### src/rtl/chop_pkg.sv
package chop_pkg;
  typedef enum logic [2:0] {
    PH_OFF   = 3'd0,
    PH_DEAD  = 3'd1,
    PH_DRIVE = 3'd2,
    PH_FAST  = 3'd3,
    PH_SLOW  = 3'd4
  } phase_e;

  localparam int unsigned GATE_W = 4;
  localparam int unsigned LEGS   = 2;
endpackage

### src/rtl/chop_seq.sv
module chop_seq
  import chop_pkg::*;
#(
  parameter int unsigned OFF_CYC   = 32,
  parameter int unsigned DEAD_CYC  = 2,
  parameter int unsigned BLANK_CYC = 8
) (
  input  logic   clk_i,
  input  logic   rst_ni,
  input  logic   run_i,
  input  logic   trip_i,
  input  logic   falling_i,
  input  logic   dir_i,
  output phase_e phase_o,
  output logic   dir_o
);
  // fast segment = 31.25% (5/16) of off-time, rounded to nearest
  localparam int unsigned FAST_CYC = (OFF_CYC * 5 + 8) / 16;
  localparam int unsigned SLOW_MIX = OFF_CYC - FAST_CYC;
  localparam int unsigned MAX_A    = (OFF_CYC > BLANK_CYC) ? OFF_CYC : BLANK_CYC;
  localparam int unsigned MAX_C    = (MAX_A > DEAD_CYC) ? MAX_A : DEAD_CYC;
  localparam int unsigned CW       = $clog2(MAX_C + 1);

  localparam logic [CW-1:0] DEAD_END = CW'(DEAD_CYC - 1);
  localparam logic [CW-1:0] FAST_END = CW'(FAST_CYC - 1);
  localparam logic [CW-1:0] SMIX_END = CW'(SLOW_MIX - 1);
  localparam logic [CW-1:0] SFUL_END = CW'(OFF_CYC - 1);
  localparam logic [CW-1:0] BLANK_N  = CW'(BLANK_CYC);

  phase_e        phase_q, next_q;
  logic [CW-1:0] cnt_q;
  logic          mix_q, dir_q;
  logic [CW-1:0] slow_end;

  assign slow_end = mix_q ? SMIX_END : SFUL_END;

  always_ff @(posedge clk_i or negedge rst_ni) begin
    if (!rst_ni) begin
      phase_q <= PH_OFF;
      next_q  <= PH_DRIVE;
      cnt_q   <= '0;
      mix_q   <= 1'b0;
      dir_q   <= 1'b0;
    end else if (!run_i) begin
      phase_q <= PH_OFF;
      cnt_q   <= '0;
    end else begin
      case (phase_q)
        PH_OFF: begin
          phase_q <= PH_DEAD;
          next_q  <= PH_DRIVE;
          cnt_q   <= '0;
        end
        PH_DEAD: begin
          if (cnt_q == DEAD_END) begin
            phase_q <= next_q;
            cnt_q   <= '0;
            if (next_q == PH_DRIVE) dir_q <= dir_i;
          end else begin
            cnt_q <= cnt_q + 1'b1;
          end
        end
        PH_DRIVE: begin
          if (cnt_q >= BLANK_N && trip_i) begin
            phase_q <= PH_DEAD;
            next_q  <= falling_i ? PH_FAST : PH_SLOW;
            mix_q   <= falling_i;
            cnt_q   <= '0;
          end else if (cnt_q < BLANK_N) begin
            cnt_q <= cnt_q + 1'b1;
          end
        end
        PH_FAST: begin
          if (cnt_q == FAST_END) begin
            phase_q <= PH_DEAD;
            next_q  <= PH_SLOW;
            cnt_q   <= '0;
          end else begin
            cnt_q <= cnt_q + 1'b1;
          end
        end
        PH_SLOW: begin
          if (cnt_q == slow_end) begin
            phase_q <= PH_DEAD;
            next_q  <= PH_DRIVE;
            cnt_q   <= '0;
          end else begin
            cnt_q <= cnt_q + 1'b1;
          end
        end
        default: begin
          phase_q <= PH_OFF;
          cnt_q   <= '0;
        end
      endcase
    end
  end

  assign phase_o = phase_q;
  assign dir_o   = dir_q;
endmodule

### src/rtl/chop_gate_enc.sv
module chop_gate_enc
  import chop_pkg::*;
(
  input  phase_e             phase_i,
  input  logic               dir_i,
  input  logic               run_i,
  output logic [GATE_W-1:0]  gate_o
);
  logic is_drive, is_fast, is_slow;

  assign is_drive = (phase_i == PH_DRIVE);
  assign is_fast  = (phase_i == PH_FAST);
  assign is_slow  = (phase_i == PH_SLOW);

  // leg 0 = A (bits 3:2), leg 1 = B (bits 1:0); B sees inverted polarity
  for (genvar l = 0; l < LEGS; l++) begin : g_leg
    logic pol, hi, lo;
    assign pol = (l == 0) ? dir_i : ~dir_i;
    assign hi  = run_i & ((is_drive & pol) | (is_fast & ~pol));
    assign lo  = run_i & ((is_drive & ~pol) | (is_fast & pol) | is_slow);
    assign gate_o[GATE_W-1-2*l]   = hi;
    assign gate_o[GATE_W-2-2*l]   = lo;
  end
endmodule

### src/rtl/mixed_decay_chopper.sv
module mixed_decay_chopper
  import chop_pkg::*;
#(
  parameter int unsigned OFF_CYC   = 32,
  parameter int unsigned DEAD_CYC  = 2,
  parameter int unsigned BLANK_CYC = 8
) (
  input  logic       clk_i,
  input  logic       rst_ni,
  input  logic       en_i,
  input  logic       fault_i,
  input  logic       trip_i,
  input  logic       falling_i,
  input  logic       dir_i,
  output logic [3:0] gate_o
);
  phase_e phase;
  logic   dir_l;
  logic   run;

  assign run = en_i & ~fault_i;

  chop_seq #(
    .OFF_CYC  (OFF_CYC),
    .DEAD_CYC (DEAD_CYC),
    .BLANK_CYC(BLANK_CYC)
  ) u_seq (
    .clk_i    (clk_i),
    .rst_ni   (rst_ni),
    .run_i    (run),
    .trip_i   (trip_i),
    .falling_i(falling_i),
    .dir_i    (dir_i),
    .phase_o  (phase),
    .dir_o    (dir_l)
  );

  chop_gate_enc u_enc (
    .phase_i(phase),
    .dir_i  (dir_l),
    .run_i  (run),
    .gate_o (gate_o)
  );
endmodule

### config.mk
export PLATFORM = sky130hd
export DESIGN_NAME = mixed_decay_chopper
export DESIGN_NICKNAME = d
export VERILOG_FILES = /design/src/rtl/chop_pkg.sv /design/src/rtl/chop_seq.sv /design/src/rtl/chop_gate_enc.sv /design/src/rtl/mixed_decay_chopper.sv
export SDC_FILE = /design/constraint.sdc
export NUM_CORES = 1
export LEC_CHECK = 0
export ABC_AREA = 1
export ABC_CLOCK_PERIOD_IN_PS = 2800
export BUFFER_PORTS_ARGS = -buffer_cell sky130_fd_sc_hd__buf_2
export CAP_MARGIN = 20
export CORE_MARGIN = 5
export CORE_UTILIZATION = 61
export CTS_CLUSTER_DIAMETER = 40
export DETAILED_ROUTE_END_ITERATION = 10
export PLACE_DENSITY = 0.82
export SLEW_MARGIN = 10
export SYNTH_ARGS = -nofsm -noshare
export SYNTH_HDL_FRONTEND = slang
export SYNTH_SLANG_ARGS = --single-unit
### constraint.sdc
create_clock -name clk_i -period 2.8 [get_ports clk_i]
set_clock_uncertainty 0.1 [all_clocks]
set_input_delay 0.42 -clock clk_i [delete_from_list [all_inputs] [get_ports clk_i]]
set_output_delay 0.42 -clock clk_i [all_outputs]
set_load 0.05 [all_outputs]
==> flow_summary.yaml <==
pwr:
  pwr-share-comb_pct: 9.2
  leakage_nw: 0.597
  peakVddDrop_v: 0.000256
  p_int_w: 0.000299
  switching_power_w: 0.0000965
  clkPwrFrac_pct: 37.5
  pwr-share-seq_pct: 53.4
  pwr_density_cell_nw_per_um2: 351
  swShare_pct: 24.4
die:
  die_h_um: 51.3
  core_area_um2: 1670
  die_w_um: 51.3
  die-area_um2: 2630
  initial_core_util_pct: 62.2
  fp-row-count: 15
  io-pin-count: 11
synth:
  synth_fp_nets: 149
  synth.area.top_cells: "dfrtp_1 31%, nand2_1 12%, nand3_1 9.2%, inv_1 5.1%, ha_1 3.6%"
  synth_top_area_share_pct: 31.3
  synth_seq_cells: 14
  yosys_warnings: 0
  yosysTopAreaCell: "dfrtp_1"
  yosysMostFrequentCell: "nand2_1"
  seq_area_frac_synth_pct: 33.9
  async_flop_share_pct: 100
  synth_area_um2: 1040
  synthCells: 139
  synth_common_cells: "34 x nand2_1, 19 x nand3_1, 14 x inv_1"
  ys_types: 24
  ys.flop_type: "dfrtp_1"
  synth_edf_count: 0
  synth.avg_cell_area_um2: 7.47
setup_path:
  timing.rr.end: "u_seq.phase_o[0]"
  crit_end: "gate_o[2]"
  critPathLaunchType: "flip-flop"
  startpoint: "u_seq.phase_o[2]"
  rr_worst_depth: 7
  worstPathRequired_ps: 2280
  worst_setup_path_end_kind: "primary output"
  cp_max_fo: 5
  r2r-start: "u_seq.cnt_q[1]"
  critPathKind: "reg2out"
  reg2reg_slack_ps: 1150
  crit_arrival_ps: 1720
place:
  place.gp.congestion: 0.927
  dp_slack_ps: 875
  dpl_cell_area_um2: 1080
  dp_hpwl_um: 1650
  io_buffers: 10
  dp_cells: 162
detailed_routing:
  vias: 931
  drc: 0
  viasPerCell: 5.57
  wl_met1_um: 974
  drt_iter0_drc: 16
  wl_per_cell_um: 12.5
  wl_met2_um: 988
  dr.max_layer_used: "met4"
  firstDrtPassIters: 4
  drt-total-wl_um: 2090
  dr_wl_met3_um: 83
  drtAntennaViolNets: 0
clock_tree:
  cts_max_level: 1
  post_cts_buffers: 0
  root_buffer: "clkbuf_4"
  cts_buffers: 3
  cts_buffer_depth: 2
  cts_hold_buf: 1
  ctsResizeCount: 0
  cts_sinks: 14
  cts_tree: "yes"
  path_clk_slew_ps: 80
  clk_latency_ps: 290
grt:
  grt_pass1_vias: 890
  grt_use_total_pct: 19.0
  grt_max_degree: 15
  antenna_found_initial: 0
  grt_pass1_wl_um: 3760
  gr-total-overflow: 0
layout:
  postLayoutCellArea_um2: 1130
  syn_to_final_growth_pct: 8.43
  fin_nets: 161
  drive_gt1_share_pct: 26.0
  final_core_util_pct: 67.4
  nFillCells: 149
  fin_cells: 167
  antenna_cells: 0
timing:
  tns_ps: 0
  tightest_slew_ps: 330
  grt_setup_unrepaired: "false"
  fmax_mhz: 447
  drv_slew: 0
  period_share_pct: 79.9
  fin_crit_ps: 2240
  setup_slack_ps: 562
  hold_viol_final: 0
  slew_headroom_pct: 78.0
  setup_viol: 0
status:
  status: "finished, final reports clean"
flow_run:
  cap_violations: 0
min_path:
  hold_class: "in2reg"
[cell type report]
cell class,instances,area (um2),share of cell area [%]
Multi-Input combinational cell,100,577,51.2
Sequential cell,14,352,31.2
Inverter,21,80.1,7.11
Timing Repair Buffer,11,60.1,5.33
Clock buffer,4,36.3,3.22
Tap cell,17,21.3,1.89
[state kept, by name, indices dropped and copies added, names as in the netlist]
| register | flops |
|---|---|
| u_seq.phase_o | 3 |
| u_seq.cnt_q | 6 |
| u_seq.dir_o | 1 |
| u_seq.next_q | 3 |
| u_seq.mix_q | 1 |
[worst max-delay path: stages (launching register included)]
cell	delay, ps
dfrtp_1	380
inv_2	130
nand2_4	90
nor2_2	160
inv_1	110
nand2_1	60
o21ai_0	100
o21ai_1	130
buf_2	270
[layer usage]
layer	vias to the layer above	track usage [%]
li1	464	-
met1	440	24.0
met2	22	31.8
met3	5	3.50
met4	0	7.86
met5	-	0
[per-stage QoR]
stage	hold WS, ps	power (W)
floorplan	24.4	0.000236
global placement	229	0.000249
detailed placement	230	0.000250
CTS	275	0.000399
global route	285	0.000415
finish	274	0.000396
[cell families after synthesis]
| logic type | synth area share (%) |
|---|---|
| AND/OR/NAND/NOR | 41.9 |
| buffers and inverters | 10.6 |
| flip-flops | 33.9 |
| AO/OA/AOI/OAI | 6.63 |
| XOR/XNOR | 3.37 |
| adder cells (fa/ha/maj) | 3.61 |
[worst min-delay path by stage]
stage	from	to	slack [ps]	cells past startpoint
global placement	rst_ni	u_seq.cnt_q[3]	230	1
global route	dir_i	u_seq.dir_o	290	3
floorplan	rst_ni	u_seq.cnt_q[0]	20	0
CTS	dir_i	u_seq.dir_o	280	3
detailed placement	rst_ni	u_seq.cnt_q[3]	230	1
finish	dir_i	u_seq.dir_o	270	3
[power groups by stage]
stage / combinational, W / clock (W) / sequential (W)
3_5_place_dp: 0.0000352 / 0 / 0.000215
2_1_floorplan: 0.0000221 / 0 / 0.000214
4_1_cts: 0.0000364 / 0.000151 / 0.000211
3_3_place_gp: 0.0000344 / 0 / 0.000214
5_1_grt: 0.0000403 / 0.000164 / 0.000211
6_report: 0.0000362 / 0.000148 / 0.000211
[layout by cell type, fill, tap and decap left out, types with 6 or more instances in the layout]
cell type   n
buf_2      10
dfrtp_1    13
inv_1      14
inv_2       6
nand2_1    34
nand3_1    19
nor2_1      6
Note: power is estimated with default switching activity, not from simulation.
